==> config.mk <==
export PLATFORM = sky130hd
export DESIGN_NAME = osa_tagged_accum
export DESIGN_NICKNAME = d
export VERILOG_FILES = /design/src/rtl/osa_pkg.sv /design/src/rtl/osa_ratio_decode.sv /design/src/rtl/osa_accum.sv /design/src/rtl/osa_word_pack.sv /design/src/rtl/osa_tagged_accum.sv
export SDC_FILE = /design/constraint.sdc
export NUM_CORES = 1
export LEC_CHECK = 0
export CAP_MARGIN = 30
export CORE_UTILIZATION = 35
export DETAILED_ROUTE_END_ITERATION = 8
export PLACE_DENSITY_LB_ADDON = 0.08
export SETUP_SLACK_MARGIN = 0.4
export SYNTH_ARGS = -nofsm -noshare
export SYNTH_HDL_FRONTEND = slang
export SYNTH_HIERARCHICAL = 1
export SYNTH_SLANG_ARGS = --single-unit
==> constraint.sdc <==
create_clock -name clk -period 3.4 [get_ports clk]
set_input_delay 0.68 -clock clk [delete_from_list [all_inputs] [get_ports clk]]
set_output_delay 0.68 -clock clk [all_outputs]
set_load 0.02 [all_outputs]
==> src/rtl/osa_pkg.sv <==
package osa_pkg;

    typedef enum logic [1:0] {
        OSR_PLAIN = 2'd0,
        OSR_X4    = 2'd1,
        OSR_X16   = 2'd2,
        OSR_LOW8  = 2'd3
    } osr_mode_e;

    // Default geometry of the block
    localparam int unsigned SAMPLE_W_DEF = 10;
    localparam int unsigned CHAN_W_DEF   = 4;
    localparam int unsigned WORD_W_DEF   = 16;
    localparam int unsigned MAX_LOG4_DEF = 2;

endpackage

==> src/rtl/osa_ratio_decode.sv <==
module osa_ratio_decode
    import osa_pkg::*;
#(
    parameter int unsigned MAX_LOG4 = MAX_LOG4_DEF,
    parameter int unsigned CNT_W    = 4,
    parameter int unsigned SH_W     = 3
) (
    input  osr_mode_e        mode,
    output logic [CNT_W-1:0] last_idx,
    output logic [SH_W-1:0]  shift
);
    // Window length minus one for a window of 4^k samples
    function automatic logic [CNT_W-1:0] idx_of(input int unsigned k);
        logic [CNT_W:0] full;
        full = ({{CNT_W{1'b0}}, 1'b1} << (2 * k)) - 1'b1;
        return full[CNT_W-1:0];
    endfunction

    always_comb begin
        last_idx = '0;
        shift    = '0;
        unique case (mode)
            OSR_PLAIN: begin
                last_idx = '0;
                shift    = '0;
            end
            OSR_X4: begin
                last_idx = idx_of(1);
                shift    = SH_W'(1);
            end
            OSR_X16: begin
                last_idx = idx_of(MAX_LOG4);
                shift    = SH_W'(MAX_LOG4);
            end
            OSR_LOW8: begin
                last_idx = '0;
                shift    = SH_W'(2);
            end
            default: begin
                last_idx = '0;
                shift    = '0;
            end
        endcase
    end
endmodule

==> src/rtl/osa_accum.sv <==
module osa_accum
    import osa_pkg::*;
#(
    parameter int unsigned SAMPLE_W = SAMPLE_W_DEF,
    parameter int unsigned CHAN_W   = CHAN_W_DEF,
    parameter int unsigned ACC_W    = 14,
    parameter int unsigned CNT_W    = 4
) (
    input  logic              clk,
    input  logic              rst_n,
    input  osr_mode_e         mode,
    input  logic [CNT_W-1:0]  last_idx,
    input  logic              in_valid,
    input  logic [SAMPLE_W-1:0] in_data,
    output logic              win_done,
    output logic [ACC_W-1:0]  win_sum
);
    typedef struct packed {
        logic [ACC_W-1:0] acc;
        logic [CNT_W-1:0] cnt;
        osr_mode_e        mode_seen;
    } acc_state_t;

    acc_state_t st_d, st_q;

    logic [ACC_W-1:0] base_acc;
    logic [CNT_W-1:0] base_cnt;
    logic [ACC_W-1:0] total;
    logic             restart;

    always_comb begin
        st_d     = st_q;
        restart  = (mode != st_q.mode_seen);
        base_acc = restart ? '0 : st_q.acc;
        base_cnt = restart ? '0 : st_q.cnt;
        total    = base_acc + ACC_W'(in_data);
        win_done = 1'b0;
        win_sum  = total;

        st_d.mode_seen = mode;
        st_d.acc       = base_acc;
        st_d.cnt       = base_cnt;

        if (in_valid) begin
            if (base_cnt == last_idx) begin
                win_done  = 1'b1;
                st_d.acc  = '0;
                st_d.cnt  = '0;
            end else begin
                st_d.acc  = total;
                st_d.cnt  = base_cnt + 1'b1;
            end
        end
    end

    always_ff @(posedge clk or negedge rst_n) begin
        if (!rst_n) begin
            st_q.acc       <= '0;
            st_q.cnt       <= '0;
            st_q.mode_seen <= OSR_PLAIN;
        end else begin
            st_q <= st_d;
        end
    end
endmodule

==> src/rtl/osa_word_pack.sv <==
module osa_word_pack #(
    parameter int unsigned ACC_W  = 14,
    parameter int unsigned CHAN_W = 4,
    parameter int unsigned WORD_W = 16,
    parameter int unsigned SH_W   = 3
) (
    input  logic [ACC_W-1:0]  sum,
    input  logic [SH_W-1:0]   shift,
    input  logic [CHAN_W-1:0] chan,
    input  logic              tag_en,
    output logic [WORD_W-1:0] word
);
    localparam int unsigned VALUE_W = WORD_W - CHAN_W;

    logic [ACC_W-1:0]   shifted;
    logic [VALUE_W-1:0] value;

    always_comb begin
        shifted = sum >> shift;
        value   = shifted[VALUE_W-1:0];
        word    = {(tag_en ? chan : {CHAN_W{1'b0}}), value};
    end
endmodule

==> src/rtl/osa_tagged_accum.sv <==
module osa_tagged_accum
    import osa_pkg::*;
#(
    parameter int unsigned SAMPLE_W = SAMPLE_W_DEF,
    parameter int unsigned CHAN_W   = CHAN_W_DEF,
    parameter int unsigned WORD_W   = WORD_W_DEF,
    parameter int unsigned MAX_LOG4 = MAX_LOG4_DEF
) (
    input  logic                clk,
    input  logic                rst_n,
    input  logic [1:0]          osr_mode,
    input  logic                tag_en,
    input  logic                sample_valid,
    input  logic [SAMPLE_W-1:0] sample_data,
    input  logic [CHAN_W-1:0]   sample_chan,
    output logic [WORD_W-1:0]   last_word,
    output logic                xfer_req
);
    localparam int unsigned ACC_W = SAMPLE_W + 2 * MAX_LOG4;
    localparam int unsigned CNT_W = (2 * MAX_LOG4 > 0) ? 2 * MAX_LOG4 : 1;
    localparam int unsigned SH_W  = $clog2(MAX_LOG4 + 3);

    typedef struct packed {
        logic [WORD_W-1:0] word;
        logic              req;
    } out_state_t;

    out_state_t out_d, out_q;

    osr_mode_e         mode;
    logic [CNT_W-1:0]  last_idx;
    logic [SH_W-1:0]   shift;
    logic              win_done;
    logic [ACC_W-1:0]  win_sum;
    logic [WORD_W-1:0] packed_word;

    assign mode = osr_mode_e'(osr_mode);

    osa_ratio_decode #(
        .MAX_LOG4 (MAX_LOG4),
        .CNT_W    (CNT_W),
        .SH_W     (SH_W)
    ) decode_i (
        .mode     (mode),
        .last_idx (last_idx),
        .shift    (shift)
    );

    osa_accum #(
        .SAMPLE_W (SAMPLE_W),
        .CHAN_W   (CHAN_W),
        .ACC_W    (ACC_W),
        .CNT_W    (CNT_W)
    ) accum_i (
        .clk      (clk),
        .rst_n    (rst_n),
        .mode     (mode),
        .last_idx (last_idx),
        .in_valid (sample_valid),
        .in_data  (sample_data),
        .win_done (win_done),
        .win_sum  (win_sum)
    );

    osa_word_pack #(
        .ACC_W  (ACC_W),
        .CHAN_W (CHAN_W),
        .WORD_W (WORD_W),
        .SH_W   (SH_W)
    ) pack_i (
        .sum    (win_sum),
        .shift  (shift),
        .chan   (sample_chan),
        .tag_en (tag_en),
        .word   (packed_word)
    );

    always_comb begin
        out_d     = out_q;
        out_d.req = win_done;
        if (win_done) begin
            out_d.word = packed_word;
        end
    end

    always_ff @(posedge clk or negedge rst_n) begin
        if (!rst_n) begin
            out_q <= '0;
        end else begin
            out_q <= out_d;
        end
    end

    assign last_word = out_q.word;
    assign xfer_req  = out_q.req;
endmodule

After elaboration in Yosys (flattened, before gate mapping)

Index checks and enable logic that the tools add are counted.

Add/subtract/negate cells: 2
Multipliers: 0
Div/mod/pow operators: 0
$lt $le $gt $ge: 0
Equal/unequal tests: 5
Shift operators: 1
Multiplexer cells: 9
Bitwise logic cells: 0
Reduce and logical (&&, ||, !) cells: 3

Operators by type and width:

| kind                  | number |
|---|---|
| $mux W18              | 2 |
| $add A14 B10 Y14      | 1 |
| $mux W14              | 1 |
| $shr A14 B3 Y12       | 1 |
| $pmux W4 S3           | 1 |
| $pmux W3 S3           | 1 |
| $mux W4               | 2 |
| $add A4 B1 Y4 const B | 1 |
| $eq A2 B2 Y1 const B  | 2 |
| $eq A4 B4 Y1          | 1 |
| $reduce_or A2 Y1      | 2 |
| $eq A2 B1 Y1 const B  | 1 |
| $logic_not A2 Y1      | 1 |
| $mux W1               | 2 |
| $ne A2 B2 Y1          | 1 |

Register bits after elaboration: 37
Bits in latches: 0
RAM bits: 0
ROM bits: 0
Bits of input ports: 20
Output and inout port bits: 17
Word-level logic and storage cells: 25
Memories kept: 0

Logic depth before layout (Yosys ltp)

Gate-level depths: netlist of run 1.

Word-level depth: 6
Mapped depth: 15
Gate-level depth less buffers: 14

Modules after synthesis

Netlist of run 1, hierarchy kept.

Modules (own cells, without submodules):

| module           | times used | cells an instance | area each (um2) | seq. area each (um2) |
|---|---|---|---|---|
| osa_accum        | 1          | 166               | 1547.7          | 500.5 |
| osa_tagged_accum | 1          | 35                | 674.4           | 425.4 |
| osa_word_pack    | 1          | 66                | 539.3           | 0.0 |
| osa_ratio_decode | 1          | 11                | 93.8            | 0.0 |

Worst setup path after synthesis of run 1

OpenSTA, ideal clock, no wires.

Path kind: input to register
Start: in osr_mode[0]
End: reg out_q (netlist bit last_word[8])
Setup time: 0.125 ns
Data arrival time: 3.463 ns
Path slack: -0.188 ns
Stages on the path: 12
Path buffers: 1
Path through: xnor2_2 clkbuf_1 and3_1 ha_1 nor2b_1 o31ai_1 a21oi_1 a211o_1 xnor2_1 mux2_2 a221o_1 mux2_4

Elaborated cells on any way between the ends: 16

RTL lines:

| what                 | RTL line               | text |
|---|---|---|
| from (decl)          | osa_tagged_accum.sv:11 | `input logic [1:0] osr_mode,` |
| $ne A2 B2 Y1         | osa_accum.sv:33        | `restart = (mode != st_q.mode_seen);` |
| $mux W14             | osa_accum.sv:34        | `base_acc = restart ? '0 : st_q.acc;` |
| $add A14 B10 Y14     | osa_accum.sv:36        | `total = base_acc + ACC_W'(in_data);` |
| via win_sum[10]      | osa_tagged_accum.sv:34 | `logic [ACC_W-1:0] win_sum;` |
| $shr A14 B3 Y12      | osa_word_pack.sv:19    | `shifted = sum >> shift;` |
| via packed_word[8]   | osa_tagged_accum.sv:35 | `logic [WORD_W-1:0] packed_word;` |
| to (signal assigned) | osa_tagged_accum.sv:90 | `out_q <= out_d;` |
| to (decl)            | osa_tagged_accum.sv:28 | `out_state_t out_d, out_q;` |

The timed path passes the listed nets, and every way through them passes these cells. The select of a mux whose other input is x is not followed.
A chain may end at the register's enable or synchronous reset.

Worst setup path after layout of run 1

Start: in osr_mode[1]
End: reg out_q (netlist bit last_word[4])

Same word-level chain as after synthesis.

==> results of run 1 <==
cell usage in the layout, fill, tap and decap left out, drive strengths merged, types with 7 or more instances in the layout:
cell type and n:
o21ai 11, inv 11, mux2 22, and3 9
xor2 9, mux2i 17, nand3 14, xnor2 9
and2 7, nand2 12, buf 86, a21oi 13
ha 15, nor2 7, dfrtp 37, clkdlybuf4s50 33
a22o 9
per-layer routing:
layer / up-vias / track usage, % / part of all wire (%)
li1: 1238 / - / -
met1: 1201 / 24.2 / 48
met2: 30 / 31.7 / 48
met3: 9 / 2.96 / 2.3
met4: 0 / 5.99 / 1.7
met5: - / 0 / 0
through the flow:
step,instance area [um2],worst slack [ns]
global route,4370,0.0720
finish,4370,0.157
global placement,3810,-0.614
floorplan,3000,0.0575
CTS,4280,0.209
detailed placement,3810,-0.638
flip-flops by register name, summed over array words and instances (netlist names):
signal,count
accum_i/st_q,20
last_word,16
xfer_req,1
how the worst max path moves through the flow:
stage,start,end,cells past startpoint,slack (ns)
3_3_place_gp,osr_mode[0],last_word[6],14,-0.61
6_report,osr_mode[1],last_word[4],13,0.16
2_1_floorplan,osr_mode[0],last_word[8],14,0.06
3_5_place_dp,osr_mode[0],last_word[8],13,-0.64
5_1_grt,osr_mode[1],last_word[11],16,0.07
4_1_cts,osr_mode[1],last_word[4],13,0.21
cell usage after synthesis, types with 4 or more instances:
cell / number
a21oi_1: 13
a221o_1: 5
a22o_1: 9
and2_1: 7
and3_1: 9
buf_2: 4
buf_4: 5
clkbuf_1: 5
dfrtp_1: 37
ha_1: 15
inv_1: 11
mux2_2: 12
mux2_4: 10
mux2i_1: 17
nand2_1: 12
nand3_1: 13
nand4_1: 5
nor2_1: 7
nor2b_1: 4
o21a_1: 5
o21ai_1: 8
o22ai_1: 5
xnor2_1: 7
xor2_1: 9
cells by family after synthesis:
family / share of synthesized area (%)
and+or+nand+nor: 14.2
AOI/OAI and AO/OA: 17.2
muxes: 16.7
DFF: 32.4
buffers and inverters: 6.00
xor gates and xnor gates: 6.05
adders and majority gates: 7.27
other: 0.131
area by class of cell:
cell class                 count  area [um2]
sequential                    37         926
timing repair buffer         119        1010
inverter                      11        41.3
tap                          102         128
clock inverter                 2        35.0
multi-input combinational    212        2160
clock buffer                   5        68.8
fill                         721        3440
power groups by stage:
stage / Combinational [mW] / Sequential (mW) / Clock [mW]
2_1_floorplan: 0.353 / 0.673 / 0
3_3_place_gp: 0.765 / 0.586 / 0
3_5_place_dp: 0.770 / 0.588 / 0
4_1_cts: 0.851 / 0.583 / 0.393
5_1_grt: 0.917 / 0.594 / 0.404
6_report: 0.859 / 0.580 / 0.377
timing repair:
action / 4_1_cts / 5_1_grt
pin swaps: 27 / 16
gates cloned: 0 / 0
setup buffers: 15 / 5
resized for setup: 51 / 10
endpoints found under the setup margin: 18 / 11
==> run metrics, run 1 <==
Ant. Diodes=0; unrepaired setup endpoints after global routing=true; Yosys top cell area share=32.4%; H-tree depth=2; f_max=308 MHz; Hold Fails Final Rpt=0; Worst setup SP type=input pin; CP cell instances=buf_8 > xnor2_4 > buf_6 > and3_4 > ha_4 > buf_6 > nand4_1 > buf_4 > nand3_2 > xor2_2 > mux4_2 > a221o_1 > mux2_4; Reg2Reg Setup Slack=0.22 ns; total routed wirelength=7580 um; Final Critical Period=3.24 ns; Synth Net Count=314; Final #Nets=422; PD cells=416 mW/mm2; sw frac=32.6%; Pre-Repair DR Iteration Count=4; Vias/cell=5.08; Die Footprint=0.00852 mm2; setup TNS=0 ns; Vias=2478; Crit. End Element=flop; crit path buf inv count=4; Worst Hold Margin=0.479 ns; CTS tree=built; worst ir drop on vdd=0.000157 V; share of cells above drive strength 1=44.0%; Pwr Total=1.82 mW; Top FF cell, synth=dfrtp_1; Final period util=95.4%; sequential-to-total area share from yosys stat=32.4%; sequential power share=31.9%; Antenna Violating Nets Remaining=0; Die W=92.3 um; Die Span Y=92.3 um; grt ovf=0; Mapped Area=0.00286 mm2; Reg2Reg Capture Point=last_word[11]; async set-reset flop share out of synthesis=100%; P_sw=592 uW; WP data required=3.58 ns; first-pass GRT wire length=12400 um; LEAKAGE=2.02 nW; CTS Root Cell=clkbuf_8; synthesis warning total=6; Syn-to-layout area delta=53.0%; CP max FO=7; R2R depth=15; row count=32; vias in the first global route=2522; r2r startpoint=accum_i/st_q[1]; dpl cells=461; slowest CP cell=mux4_2; Slew Limit Fails=0; class of the worst hold path=input pin to async pin; CTS Buf Count=5; CP delay by family, top=multiplexers; RD Place Congestion=0.803; DR WL/cell=15.5 um; final setup vio count=0; post-detail-place hpwl=5490 um; most used cell, CP=buf_6; clock network power share=20.8%; Longest Clk Path Bufs=2; PortBufs=36; CTS Sinks=37; slowest stage delay, CP=0.49 ns; largest net degree at the start of global routing=38; post-synthesis cell count=278; IO Count=37; Post-Layout Cell Count=488; Max Cap Viol=0; Reg clk slew, reported paths=0.08 ns; Worst Path Arrival=3.42 ns; initial antenna violation count=0; number of synthesized flops with an enable pin=0; leading area contributor after synthesis=dfrtp_1; critical path type=input pin to flop; Int Power=1.23 mW; status=completed; Placeable Area=0.00781 mm2; final core occ=55.9%; Combinational Power Share=47.3%; Slew HR=42.2%; Yosys cell types=54; hold_buf cts=0; Overall Global Routing Usage=18.7%; DRC=0; Clock Latency Late Sink=0.29 ns; Starting DRT DRC Count=103; initial core utilization=36.6%; Max Clock Skew=0.00761 ns; ranking of synthesized cells by area=dfrtp_1, ha_1, mux2i_1; #FFs+latches synth=37; slew at the pin closest to its max-slew limit=0.867 ns; Syn Area/Cell=10.3 um2
No activity file was read; power rests on OpenSTA's default activity.
==> inputs of run 2 (changes only) <==
==> constraint.sdc (replaced) <==
create_clock -name clk -period 3.9 [get_ports clk]
set_input_delay 0.78 -clock clk [delete_from_list [all_inputs] [get_ports clk]]
set_output_delay 0.78 -clock clk [all_outputs]
set_load 0.02 [all_outputs]
==> run 2 against run 1 <==
Net effect: clock power fell by 27%; utilization is 7.3 points lower; worst hold slack improved by 0.031 ns; clock-buffer cell count rose by 2; via count shrank 6.4%; sequential power down 13%; register-to-register slack better by 0.47 ns; final cell count fell by 7.6%; critical path type unchanged; critical endpoint unchanged; largest power group unchanged.
==> run metrics, run 2 (synthesis gave the netlist of run 1 again) <==
WP data required=4.07 ns; Slew Limit Fails=0; row count=32; Max Cap Viol=0; CTS Root Cell=clkbuf_8; initial antenna violation count=0; max reg flops=20; PortBufs=36; most common cell after layout, fill and taps aside=buf_4; CP max FO=6; worst ir drop on vdd=0.000176 V; Ant. Diodes=0; Pre-Repair DR Iteration Count=5; Starting DRT DRC Count=90; final setup vio count=0; CTS Buf Count=5; Die W=92.3 um; H-tree depth=2; Worst Path Arrival=3.55 ns; Reg clk slew, reported paths=0.07 ns; class of the worst hold path=flop to flop; initial core utilization=36.6%; Worst setup SP type=input pin; LEAKAGE=1.77 nW; Worst Hold Margin=0.510 ns; most frequent cells in the layout=buf_4, dfrtp_1, clkdlybuf4s50_1; Final Critical Period=3.38 ns; Hold Fails Final Rpt=0; Syn-to-layout area delta=33.0%; # fillers=763; Die Span Y=92.3 um; status=completed; IO Count=37; unrepaired setup endpoints after global routing=false; Overall Global Routing Usage=18.0%; PD cells=377 mW/mm2; Placeable Area=0.00781 mm2; DRC=0; Final #Nets=385; RD Place Congestion=0.818; critical path type=input pin to flop; hold_buf cts=0; Vias=2319; CTS tree=built; slew at the pin closest to its max-slew limit=0.911 ns; final core occ=48.6%; Max Clock Skew=0.00837 ns; Final period util=86.7%; CTS Sinks=37; largest net degree at the start of global routing=38; grt ovf=0; first-pass GRT wire length=12100 um; DR WL/cell=15.5 um; share of cells above drive strength 1=30.1%; Antenna Violating Nets Remaining=0; Clock Latency Late Sink=0.28 ns; post-detail-place hpwl=5150 um; Die Footprint=0.00852 mm2; total routed wirelength=6980 um; Crit. End Element=flop; f_max=296 MHz; largest register by flop count=accum_i/st_q; vias in the first global route=2414; Longest Clk Path Bufs=2; Slew HR=39.3%; Vias/cell=5.14
run 2: what timing repair did:
| item | CTS | global route |
|---|---|---|
| hold endpoints to repair | 0 | 0 |
| setup endpoints to repair | 11 | 10 |
| pin swaps | 5 | 10 |
| setup buffers | 2 | 2 |
| gates resized for setup | 22 | 12 |
| gates cloned | 1 | 0 |
run 2: through the flow:
stage	total power, mW	setup TNS, ns	std cells	cell area (um2)	setup WS (ns)
finish	1.43	0	451	3800	0.519
global route	1.53	0	451	3800	0.398
CTS	1.44	0	449	3750	0.410
detailed placement	1.14	-1.71	439	3550	-0.250
global placement	1.14	-1.29	439	3550	-0.234
floorplan	0.877	0	278	2890	0.377
run 2: critical path, stage by stage:
cell and delay [ns]:
buf_4 0.13, xnor2_4 0.25, buf_6 0.17, and3_1 0.18
ha_1 0.27, a21oi_1 0.28, o221a_4 0.31, xnor2_4 0.09
mux4_2 0.48, a221o_1 0.34, mux2_4 0.26
run 2: layer usage:
metal	vias up	global-route usage (%)	share of wire [%]
li1	1162	-	-
met3	6	2.87	2.1
met2	29	30.3	47
met4	0	3.39	1.2
met5	-	0	0
met1	1122	24.3	50
run 2: layout make-up:
type                       instances  area [um2]  share of cell area (%)
timing repair buffer              82         698                    18.4
multi-input combinational        212        1920                    50.5
tap                              102         128                    3.36
clock buffer                       7        86.3                    2.27
sequential                        37         926                    24.4
inverter                          11        41.3                    1.09
run 2: power breakdown:
| group | internal, mW | total, mW | leakage, nW | switching, mW |
|---|---|---|---|---|
| Sequential | 0.464 | 0.502 | 0.481 | 0.0383 |
| Combinational | 0.352 | 0.657 | 1.25 | 0.304 |
| Clock | 0.140 | 0.274 | 0.0443 | 0.133 |
| Total | 0.957 | 1.43 | 1.77 | 0.476 |
run 2: final timing paths:
| kind | from | endpoint | slack [ns] | cells past startpoint |
|---|---|---|---|---|
| min reg2reg | last_word[13] | last_word[13] | 0.51 | 1 |
| max in group asynchronous | rst_n | accum_i/st_q[19] | 2.70 | 1 |
| min in group asynchronous | rst_n | accum_i/st_q[12] | 0.62 | 1 |
| max | osr_mode[0] | last_word[4] | 0.52 | 11 |
| max reg2reg | accum_i/st_q[0] | last_word[4] | 0.69 | 10 |
| min | last_word[13] | last_word[13] | 0.51 | 1 |
==> inputs of run 3 (changes only) <==
--- a/config.mk
+++ b/config.mk
@@ -6,7 +6,7 @@
 export NUM_CORES = 1
 export LEC_CHECK = 0
 export CAP_MARGIN = 30
-export CORE_UTILIZATION = 35
+export CORE_UTILIZATION = 60
 export DETAILED_ROUTE_END_ITERATION = 8
 export PLACE_DENSITY_LB_ADDON = 0.08
 export SETUP_SLACK_MARGIN = 0.4
==> run 3 against run 2 <==
Net effect: the flow now finishes with violations (DRC); via count is 7.7% higher; worst setup slack worse by 0.080 ns; combinational power is 3% higher; flip-flop and latch count stayed put; final cell count is 9.5% lower; sequential power is 1% higher; die area is 41% lower; largest cell class unchanged.
==> run metrics, run 3 (synthesis gave the netlist of run 1 again) <==
hold_buf cts=0; unrepaired setup endpoints after global routing=true; Starting DRT DRC Count=266; Hold Path Origin=last_word[10]; setup TNS=0 ns; most common cell after layout, fill and taps aside=buf_4; Final period util=88.7%; Crit. End Element=flop; H-tree depth=2; R2R depth=12; Worst Hold Margin=0.511 ns; PD cells=386 mW/mm2; Final #Nets=391; Die W=71.0 um; PortBufs=36; DP Worst Slack=-0.280 ns; row count=24; final setup vio count=0; WP data required=4.07 ns; CTS Buf Count=5; Hold Fails Final Rpt=0; vias in the first global route=2474; Ant. Diodes=0; post-detail-place hpwl=4990 um; Clock Latency Late Sink=0.28 ns; initial antenna violation count=0; DRC=3; initial core utilization=63.8%; RD Place Congestion=0.951; CP max FO=9; Reg2Reg Setup Slack=0.71 ns; Combinational Power Share=45.7%; slowest stage delay, CP=0.40 ns; clock network power share=19.9%; Placeable Area=0.00447 mm2; final core occ=85.5%; P_sw=493 uW; Die Footprint=0.00504 mm2; Worst Path Arrival=3.63 ns; failing checks=DRC; Longest Clk Path Bufs=2; Vias=2498; max reg flops=20; Worst setup SP type=input pin; r2r startpoint=accum_i/st_q[0]; share of cells above drive strength 1=32.3%; sw frac=33.4%; IO Count=37; final worst slack=0.440 ns; crit path buf inv count=2; CTS Root Cell=clkbuf_8; grt ovf=0; status=finished, violations left; Reg2Reg Capture Point=last_word[8]; # fillers=239; largest net degree at the start of global routing=38; WHS Path Cells=1; critical path type=input pin to flop; Antenna Violating Nets Remaining=0; Max Cap Viol=0; Slew HR=43.2%; sequential power share=34.3%; slowest CP cell=ha_1; Vias/cell=6.12; Overall Global Routing Usage=29.4%; CP delay by family, top=compound AO/OA/AOI/OAI gates; largest register by flop count=accum_i/st_q; DR WL/cell=17.8 um; Hold EP=last_word[10]; Syn-to-layout area delta=34.0%; Final Critical Period=3.46 ns; Max Clock Skew=0.00331 ns; f_max=289 MHz; worst ir drop on vdd=0.000281 V; CTS Sinks=37; class of the worst hold path=flop to flop; slew at the pin closest to its max-slew limit=0.852 ns; Int Power=985 uW; most frequent cells in the layout=buf_4, dfrtp_1, clkdlybuf4s50_1; Pre-Repair DR Iteration Count=6; Die Span Y=71.0 um; total routed wirelength=7270 um; CTS tree=built; first-pass GRT wire length=11700 um; Slew Limit Fails=0; CP cell instances=clkdlybuf4s15_2 > xnor2_4 > buf_6 > and3_1 > ha_1 > nand2_1 > o221a_4 > o311ai_4 > xnor2_2 > mux2i_1 > nor2_1 > a221o_1 > mux2_4; Reg clk slew, reported paths=0.07 ns; LEAKAGE=1.81 nW
[run 3: what timing repair did]
item / CTS / global route
pin swaps: 6 / 10
endpoints found under the setup margin: 11 / 10
setup buffers: 4 / 3
resized for setup: 16 / 18
endpoints found under the hold margin: 0 / 0
[run 3: layout make-up]
class	instances	area [um2]	area share, %
Clock buffer	7	96.3	2.52
Clock inverter	1	5.00	0.131
Inverter	11	41.3	1.08
Multi-Input combinational cell	212	1940	50.8
Sequential cell	37	926	24.2
Tap cell	52	65.1	1.70
Timing Repair Buffer	88	749	19.6
[run 3: power groups by stage]
stage          clock [mW]  combinational, mW  sequential (mW)
3_3_place_gp            0              0.621            0.510
5_1_grt             0.314              0.718            0.515
3_5_place_dp            0              0.633            0.513
6_report            0.295              0.676            0.508
2_1_floorplan           0              0.292            0.586
4_1_cts             0.306              0.650            0.507
[run 3: metal layers]
| layer | wire length, um | GRT usage [%] |
|---|---|---|
| met1 | 3140 | 37.1 |
| met2 | 3680 | 51.3 |
| met3 | 248 | 4.84 |
| met4 | 195 | 10.2 |
| met5 | 0 | 0 |
[run 3: worst reg2reg max path, cell delays in order, from the launching register on]
cell	delay [ns]
dfrtp_1	0.43
xnor2_4	0.18
buf_6	0.15
and3_1	0.20
ha_1	0.40
nand2_1	0.17
o221a_4	0.31
o311ai_4	0.28
xnor2_2	0.14
mux2i_1	0.15
nor2_1	0.08
a221o_1	0.34
mux2_4	0.25
[run 3: metrics by stage]
step                      total power [mW]  cells  area [um2]
after floorplan                      0.877    278        2890
after global placement                1.13    393        3520
after detailed placement              1.15    393        3520
after CTS                             1.46    405        3710
after global routing                  1.55    408        3830
final                                 1.48    408        3830
[run 3: how the worst max path moves through the flow]
stage | startpoint | end | slack (ns) | depth (start not counted)
after floorplan | osr_mode[0] | last_word[8] | 0.38 | 14
after global placement | osr_mode[0] | last_word[8] | -0.18 | 13
after detailed placement | osr_mode[0] | last_word[10] | -0.28 | 15
after CTS | osr_mode[1] | last_word[4] | 0.39 | 13
after global routing | osr_mode[0] | last_word[8] | 0.37 | 13
final | osr_mode[0] | last_word[8] | 0.44 | 13
